### src/rtl/irq_pkg.sv
package irq_pkg;
  localparam int IRQ_NSRC  = 5;
  localparam int BUS_AW    = 16;
  localparam int BUS_DW    = 8;
  localparam logic [BUS_AW-1:0] FLAG_REG_ADDR = 16'hFF0F;
  localparam logic [BUS_AW-1:0] EN_REG_ADDR   = 16'hFFFF;
  localparam logic [BUS_DW-1:0] OPEN_BUS_VAL  = 8'hFF;

  // Source positions, lowest index is highest priority
  typedef enum int unsigned {
    SRC_VBLANK = 0,
    SRC_LCD    = 1,
    SRC_TIMER  = 2,
    SRC_SERIAL = 3,
    SRC_JOYPAD = 4
  } irq_src_e;
endpackage

### src/rtl/irq_rst_sync.sv
module irq_rst_sync (
  input  logic clk,
  input  logic rst_n,
  output logic rst_n_sync
);
  logic stage1_q;
  logic stage2_q;

  always_ff @(posedge clk or negedge rst_n) begin
    if (!rst_n) begin
      stage1_q <= 1'b0;
      stage2_q <= 1'b0;
    end else begin
      stage1_q <= 1'b1;
      stage2_q <= stage1_q;
    end
  end

  assign rst_n_sync = stage2_q;
endmodule

### src/rtl/irq_flag_reg.sv
module irq_flag_reg #(
  parameter int NSRC = 5
) (
  input  logic            clk,
  input  logic            rst_n,
  input  logic            wr_en,
  input  logic [NSRC-1:0] wr_val,
  input  logic [NSRC-1:0] set_vec,
  input  logic [NSRC-1:0] clr_vec,
  output logic [NSRC-1:0] flag_q
);
  logic [NSRC-1:0] flag_d;
  logic            flag_ce;

  // Write first, then acknowledge clears, then hardware sets win
  always_comb begin
    flag_d  = wr_en ? wr_val : flag_q;
    flag_d  = flag_d & ~clr_vec;
    flag_d  = flag_d | set_vec;
    flag_ce = wr_en | (|set_vec) | (|clr_vec);
  end

  always_ff @(posedge clk or negedge rst_n) begin
    if (!rst_n) begin
      flag_q <= '0;
    end else if (flag_ce) begin
      flag_q <= flag_d;
    end
  end
endmodule

### src/rtl/irq_en_reg.sv
module irq_en_reg #(
  parameter int DW = 8
) (
  input  logic          clk,
  input  logic          rst_n,
  input  logic          wr_en,
  input  logic [DW-1:0] wr_val,
  output logic [DW-1:0] en_q
);
  logic [DW-1:0] en_d;

  always_comb begin
    en_d = wr_val;
  end

  always_ff @(posedge clk or negedge rst_n) begin
    if (!rst_n) begin
      en_q <= '0;
    end else if (wr_en) begin
      en_q <= en_d;
    end
  end
endmodule

### src/rtl/irq_prio_sel.sv
module irq_prio_sel #(
  parameter int NSRC = 5
) (
  input  logic [NSRC-1:0] active_i,
  output logic [NSRC-1:0] grant_o
);
  // blocked[i] is set when any lower-index (higher priority) source is active
  logic [NSRC:0] blocked;

  assign blocked[0] = 1'b0;

  for (genvar i = 0; i < NSRC; i++) begin : g_chain
    assign grant_o[i]    = active_i[i] & ~blocked[i];
    assign blocked[i+1]  = blocked[i] | active_i[i];
  end
endmodule

### src/rtl/irq_flag_ctrl.sv
module irq_flag_ctrl
  import irq_pkg::*;
#(
  parameter int                NSRC      = IRQ_NSRC,
  parameter int                AW        = BUS_AW,
  parameter int                DW        = BUS_DW,
  parameter logic [AW-1:0]     FLAG_ADDR = FLAG_REG_ADDR,
  parameter logic [AW-1:0]     EN_ADDR   = EN_REG_ADDR,
  parameter logic [DW-1:0]     OPEN_BUS  = OPEN_BUS_VAL
) (
  input  logic            clk,
  input  logic            rst_n,
  input  logic [NSRC-1:0] req_i,
  input  logic [NSRC-1:0] ack_i,
  input  logic [AW-1:0]   bus_addr,
  input  logic            bus_wr,
  input  logic [DW-1:0]   bus_wdata,
  output logic [DW-1:0]   bus_rdata,
  output logic [NSRC-1:0] pend_o
);
  localparam int FILL_W = DW - NSRC;

  logic            rst_n_sync;
  logic            flag_sel;
  logic            en_sel;
  logic            flag_wr_s;
  logic            en_wr_s;
  logic [NSRC-1:0] flag_q;
  logic [DW-1:0]   en_q;
  logic [NSRC-1:0] active_s;

  irq_rst_sync u_rst_sync (
    .clk        (clk),
    .rst_n      (rst_n),
    .rst_n_sync (rst_n_sync)
  );

  always_comb begin
    flag_sel  = (bus_addr == FLAG_ADDR);
    en_sel    = (bus_addr == EN_ADDR);
    flag_wr_s = bus_wr & flag_sel;
    en_wr_s   = bus_wr & en_sel;
  end

  irq_flag_reg #(.NSRC(NSRC)) u_flag (
    .clk     (clk),
    .rst_n   (rst_n_sync),
    .wr_en   (flag_wr_s),
    .wr_val  (bus_wdata[NSRC-1:0]),
    .set_vec (req_i),
    .clr_vec (ack_i),
    .flag_q  (flag_q)
  );

  irq_en_reg #(.DW(DW)) u_en (
    .clk    (clk),
    .rst_n  (rst_n_sync),
    .wr_en  (en_wr_s),
    .wr_val (bus_wdata),
    .en_q   (en_q)
  );

  assign active_s = flag_q & en_q[NSRC-1:0];

  irq_prio_sel #(.NSRC(NSRC)) u_prio (
    .active_i (active_s),
    .grant_o  (pend_o)
  );

  always_comb begin
    if (flag_sel) begin
      bus_rdata = {{FILL_W{1'b1}}, flag_q};
    end else if (en_sel) begin
      bus_rdata = en_q;
    end else begin
      bus_rdata = OPEN_BUS;
    end
  end
endmodule

### config.mk
export PLATFORM = sky130hd
export DESIGN_NAME = irq_flag_ctrl
export DESIGN_NICKNAME = d
export VERILOG_FILES = /design/src/rtl/irq_pkg.sv /design/src/rtl/irq_rst_sync.sv /design/src/rtl/irq_flag_reg.sv /design/src/rtl/irq_en_reg.sv /design/src/rtl/irq_prio_sel.sv /design/src/rtl/irq_flag_ctrl.sv
export SDC_FILE = /design/constraint.sdc
export NUM_CORES = 1
export LEC_CHECK = 0
export ABC_AREA = 0
export ABC_CLOCK_PERIOD_IN_PS = 1000
export BUFFER_PORTS_ARGS = -buffer_cell sky130_fd_sc_hd__clkbuf_2
export CELL_PAD_IN_SITES_DETAIL_PLACEMENT = 1
export CELL_PAD_IN_SITES_GLOBAL_PLACEMENT = 2
export CORE_ASPECT_RATIO = 1.4
export CORE_UTILIZATION = 22
export DETAILED_ROUTE_END_ITERATION = 10
export GPL_ROUTABILITY_DRIVEN = 0
export PLACE_DENSITY_LB_ADDON = 0.1
export SLEW_MARGIN = 0
export SYNTH_ARGS = -nofsm -noshare
export SYNTH_HDL_FRONTEND = slang
export SYNTH_HIERARCHICAL = 1
export SYNTH_SLANG_ARGS = --single-unit
### constraint.sdc
create_clock -name clk -period 1 [get_ports clk]
set_clock_uncertainty 0.15 [all_clocks]
set_input_delay 0.05 -clock clk [delete_from_list [all_inputs] [get_ports clk]]
set_output_delay 0.05 -clock clk [all_outputs]
set_load 0.02 [all_outputs]
# ---- Word-level counts from Yosys, hierarchy flattened
# Index checks and enable logic that the tools add are counted.
dict set report op_classes {
  reduce_logical 2
  eq_ne 2
  div_mod_pow 0
  shift 0
  bitwise 19
  n_lt_le_gt_ge 0
  addsub 0
  mux 3
  multipliers 0
}
# cell count
set op_table {}
lappend op_table {{== test 16 bit (second input constant)} 2}
lappend op_table {{2-to-1 mux 8 bit} 2}
lappend op_table {{AND 5 bit} 2}
lappend op_table {{OR reduction 5 bit} 2}
lappend op_table {{AND 1 bit} 6}
lappend op_table {{2-to-1 mux 5 bit} 1}
lappend op_table {{NOT 5 bit} 1}
lappend op_table {{bitwise OR 1 bit} 5}
lappend op_table {{bitwise OR 5 bit} 1}
lappend op_table {{NOT 1 bit} 4}
dict set report word_totals {
  romBits 0
  memories 0
  latchBits 0
  input_bits 37
  output_inout_bits 13
  ram_bits 0
  regBits 15
  word_cells 30
}

# ---- Longest topological paths before layout
dict set report logic_depth {
  ltp_word 6
  mapped_depth 7
  ltp_nobuf 5
}

# ---- Modules after synthesis
# The synthesis kept the hierarchy.
# module area_per_inst_um2 seq_area_each_um2 cells_each instances
set modules_own_cells {}
lappend modules_own_cells {irq_en_reg 331.6 200.2 17 1}
lappend modules_own_cells {irq_flag_reg 224.0 125.1 16 1}
lappend modules_own_cells {irq_flag_ctrl 187.7 0.0 32 1}
lappend modules_own_cells {irq_prio_sel 55.1 0.0 6 1}
lappend modules_own_cells {irq_rst_sync 53.8 50.0 3 1}

# ---- Worst setup path before layout
# No wires, ideal clock.
dict set report synth_path {
  kind {input to register}
  startpoint {input bus_addr[4]}
  endpoint {register u_flag.flag_q[0]}
  path_stages 7
  n_path_buf 2
  required_time_ns 0.726
  setup_time_ns 0.124
  arrival_time_ns 1.242
  path_slack_ns -0.516
  path_cell_list {or4_4 buf_6 inv_1 and3_1 buf_6 mux2i_1 o21bai_1}
}
dict set report synth_between {
  elab_chain_len 5
  word_cells_on_any_way 7
  cone_classes {eq/ne (1); mux (1); bitwise (5)}
}
# element line
set synth_lines {}
lappend synth_lines {{start: declaration} irq_flag_ctrl.sv:15} ;# input logic [AW-1:0] bus_addr,
lappend synth_lines {{== test 16 bit (*)} irq_flag_ctrl.sv:39} ;# flag_sel = (bus_addr == FLAG_ADDR);
lappend synth_lines {{AND 1 bit (*)} irq_flag_ctrl.sv:41} ;# flag_wr_s = bus_wr & flag_sel;
lappend synth_lines {{net flag_wr_s} irq_flag_ctrl.sv:26} ;# logic flag_wr_s;
lappend synth_lines {{2-to-1 mux 5 bit} irq_flag_reg.sv:17} ;# flag_d = wr_en ? wr_val : flag_q;
lappend synth_lines {{AND 5 bit} irq_flag_reg.sv:18} ;# flag_d = flag_d & ~clr_vec;
lappend synth_lines {{bitwise OR 5 bit} irq_flag_reg.sv:19} ;# flag_d = flag_d | set_vec;
lappend synth_lines {{end signal: assignment} irq_flag_reg.sv:27} ;# flag_q <= flag_d;
lappend synth_lines {{end: declaration} irq_flag_reg.sv:10} ;# output logic [NSRC-1:0] flag_q
# The timed path passes the listed nets; every way through them passes the cells marked *.
# A chain may end at the register's enable or synchronous reset.

# ---- Final worst setup path
dict set report layout_path {
  startpoint {register u_flag.flag_q[1]}
  endpoint {output pend_o[4]}
}
dict set report layout_between {
  elab_chain_len 6
}
# element line
set layout_lines {}
lappend layout_lines {{AND 5 bit} irq_flag_ctrl.sv:63} ;# assign active_s = flag_q & en_q[NSRC-1:0];
lappend layout_lines {{net active_s[1]} irq_flag_ctrl.sv:30} ;# logic [NSRC-1:0] active_s;
lappend layout_lines {{bitwise OR 1 bit (3 in a row)} irq_prio_sel.sv:14} ;# assign blocked[i+1] = blocked[i] | active_i[i];
lappend layout_lines {{NOT 1 bit} irq_prio_sel.sv:13} ;# assign grant_o[i] = active_i[i] & ~blocked[i];
lappend layout_lines {{AND 1 bit} irq_prio_sel.sv:13}
lappend layout_lines {{end: declaration} irq_flag_ctrl.sv:19} ;# output logic [NSRC-1:0] pend_o
# The timed path passes the listed nets, and every way through them passes these cells.

==> impl_metrics.csv <==
group,metric,value,unit
outcome,status,"finished, violations left",
outcome,violations,"negative setup slack",
cells_and_area,antenna_cells,0,
route,wl_per_cell,13.9,µm
power,power_frac_seq,44.6,%
floorplan,start_util,23.2,%
logic_synthesis,syn_nets,111,
timing,hold_viol_final,0,
floorplan,die-area,0.00413,mm²
logic_synthesis,syn-cell-area,852,µm²
clock_network,numCtsBuffers,3,
clock_network,h-tree-depth,1,
logic_synthesis,yosysMostFrequentCell,"dfrtp_1",
logic_synthesis,synth.top_cell.area_share,44.1,%
power,power_leakage,0.894,nW
cells_and_area,multi_input_area,588,µm²
critical_path,crit_path_start,"u_flag/flag_q[1]$_DFFE_PN0P_",
critical_path,crit_end,"pend_o[4]",
power,p_switching,0.000334,W
logic_synthesis,synthArstFlopShare,100,%
floorplan,ios,50,
place,place_ws,-601,ps
timing,min_period,1460,ps
route,drtPass1Iterations,2,
place,place_area,0.00133,mm²
logic_synthesis,seq_area_frac_synth,44.1,%
place,portBuffers,49,
logic_synthesis,synth_edf_count,0,
power,clkPwrFrac,35.5,%
floorplan,coreArea,0.00368,mm²
cells_and_area,drive_gt1_share,67.5,%
logic_synthesis,synth_cells,74,
logic_synthesis,synth_ff_type,"dfrtp_1",
route,viasPerCell,4.46,
floorplan,die_h,75.6,µm
cells_and_area,n_fill_cell,407,
global_routing,grt_max_degree,13,
global_routing,grt_pass1_wl,4620,µm
cells_and_area,area.sequential,375,µm²
timing,post-route-period-util,146,%
timing,rsz0062_at_grt,"true",
critical_path,critPathMaxFanout,4,
route,drt_iter0_markers,5,
logic_synthesis,yosysTopAreaCell,"dfrtp_1",
timing,maxSlewViolCount,0,
timing,setup_ws,-457,ps
cells_and_area,post-route-util,51.9,%
clock_network,cts_tree,"built",
critical_path,cp_data_arrival_time,1260,ps
critical_path,reg2reg_depth,4,
clock_network,cts_buffer_depth,2,
critical_path,r2r-start,"u_flag/flag_q[0]$_DFFE_PN0P_",
cells_and_area,layout.nets,207,
min_path,min_path_type,"register to asynchronous set/reset pin",
power,p_int,0.00109,W
clock_network,cts.sinks,15,
critical_path,cp_data_required_time,800,ps
logic_synthesis,synth.avg_cell_area,11.5,µm²
critical_path,r2r_end,"u_flag/flag_q[0]$_DFFE_PN0P_",
cells_and_area,syn2layout_area_growth,124,%
logic_synthesis,synth_area_leaders,"dfrtp_1 44%, mux2_4 14%, mux2i_1 5.9%, o21bai_1 4.4%, buf_6 4.0%",
power,p_sw_share,23.5,%
global_routing,overflow,0,
logic_synthesis,ys_warn_count,6,
critical_path,cp-end-kind,"output port",
clock_network,clk_pin_slew,70,ps
critical_path,crit_path_start_kind,"register",
route,drtAntennaViolNets,0,
logic_synthesis,yosys-top-cells-count,"15 x dfrtp_1, 8 x mux2_4, 8 x nand2_1",
timing,setup_violations,26,
global_routing,track_usage,15.6,%
power,powerDensity,744,mW/mm²
clock_network,cts_root_buf,"clkbuf_8",
route,vias,941,
route,totalWireLength,2930,µm
power,ir_drop,0.475,mV
critical_path,path_class,"register to output port",
critical_path,reg2reg_slack,-90,ps
timing,fmax,686,MHz
cells_and_area,fin_area,0.00191,mm²
logic_synthesis,synth_cell_types,22,
global_routing,grt_pass1_vias,1032,
clock_network,clock_latency,250,ps
power,pwr-share-comb,19.9,%
floorplan,fp-row-count,26,
floorplan,fp.dieW,54.6,µm
place,dp_hpwl,2060,µm
logic_synthesis,ys_ff_latch,15,
run,maxCapViolCount,0,
global_routing,grt_antenna_before_repair,0,
route,drc,0,
[kinds of logic (layout without fill, tap and decap cells)]
group           count (synthesis)  after routing  synth area share (%)
compound gates                 10             10                  8.08
flops                          15             15                  44.1
other cells                     1              1                 0.440
buf+inv                         6            101                  5.73
simple gates                   29             29                  21.7
mux                            13             13                  20.0
[layer usage]
metal | vias up | wire [µm] | global-route usage, %
met2 | 26 | 1770 | 30.4
li1 | 452 | - | -
met4 | 0 | 45 | 5.13
met3 | 6 | 72 | 2.00
met5 | - | 0 | 0
met1 | 457 | 1040 | 16.4
[registers in the layout, indices dropped and copies added, names as in the netlist]
| name | cells |
|---|---|
| u_rst_sync/rst_n_sync | 1 |
| u_flag/flag_q | 5 |
| u_en/en_q | 8 |
| u_rst_sync/stage1_q | 1 |
[power by group through the flow]
stage	Sequential, W	Clock (W)	Combinational, W
final	0.000633	0.000505	0.000283
after global routing	0.000635	0.000546	0.000306
after CTS	0.000633	0.000519	0.000252
after detailed placement	0.000645	0	0.000168
after global placement	0.000645	0	0.000162
after floorplan	0.000651	0	0.0000368
[worst max-delay path, stage by stage (launching register included)]
cell,delay (ps)
dfrtp_1,380
and2_4,200
nor4_4,260
buf_4,170
[timing repair]
action	in CTS	in global routing
hold buffers	21	0
setup endpoints to repair	26	26
pin swaps	20	10
resized for setup	42	35
setup buffers	5	2
hold endpoints to repair	16	0
[per-stage QoR]
stage | setup TNS, ps | power, W | instances | hold WS [ps]
global placement | -9950 | 0.000807 | 183 | -310
global route | -8710 | 0.00149 | 211 | 87.4
floorplan | -7150 | 0.000688 | 74 | -396
finish | -7570 | 0.00142 | 211 | 46.0
CTS | -7990 | 0.00140 | 211 | 57.1
detailed placement | -10290 | 0.000813 | 183 | -309
[cells in the final DEF, fill, tap and decap left out, drive strengths merged]
| cell type | netlist | routed |
|---|---|---|
| o22ai | 5 | 5 |
| nor4b | 1 | 1 |
| nor2 | 3 | 3 |
| nor4 | 1 | 1 |
| or4 | 1 | 1 |
| nand4 | 4 | 4 |
| mux2 | 8 | 8 |
| nor2b | 1 | 1 |
| dfrtp | 15 | 15 |
| nand2 | 8 | 8 |
| nor3b | 1 | 1 |
| inv | 2 | 2 |
| mux2i | 5 | 5 |
| nand2b | 1 | 1 |
| and2 | 5 | 5 |
| nor3 | 1 | 1 |
| dlygate4sd3 | 0 | 21 |
| conb | 1 | 1 |
| clkbuf | 0 | 38 |
| o21bai | 5 | 5 |
| buf | 4 | 39 |
| clkinv | 0 | 1 |
| and3 | 2 | 2 |
[how the worst min path moves through the flow]
stage	end	cells after the start
floorplan	u_rst_sync/rst_n_sync$_DFF_PN0_	0
global placement	u_rst_sync/stage1_q$_DFF_PN0_	1
detailed placement	u_rst_sync/rst_n_sync$_DFF_PN0_	1
CTS	u_flag/flag_q[1]$_DFFE_PN0P_	1
global route	u_flag/flag_q[1]$_DFFE_PN0P_	1
finish	u_flag/flag_q[1]$_DFFE_PN0P_	1
[layout make-up]
type | instances | share of cell area, %
Sequential cell | 15 | 19.7
Clock buffer | 3 | 2.16
Timing Repair Buffer | 95 | 44.0
Inverter | 2 | 0.393
Tap cell | 42 | 2.75
Multi-Input combinational cell | 53 | 30.8
Clock inverter | 1 | 0.262
Note: power is estimated with default switching activity, not from simulation.
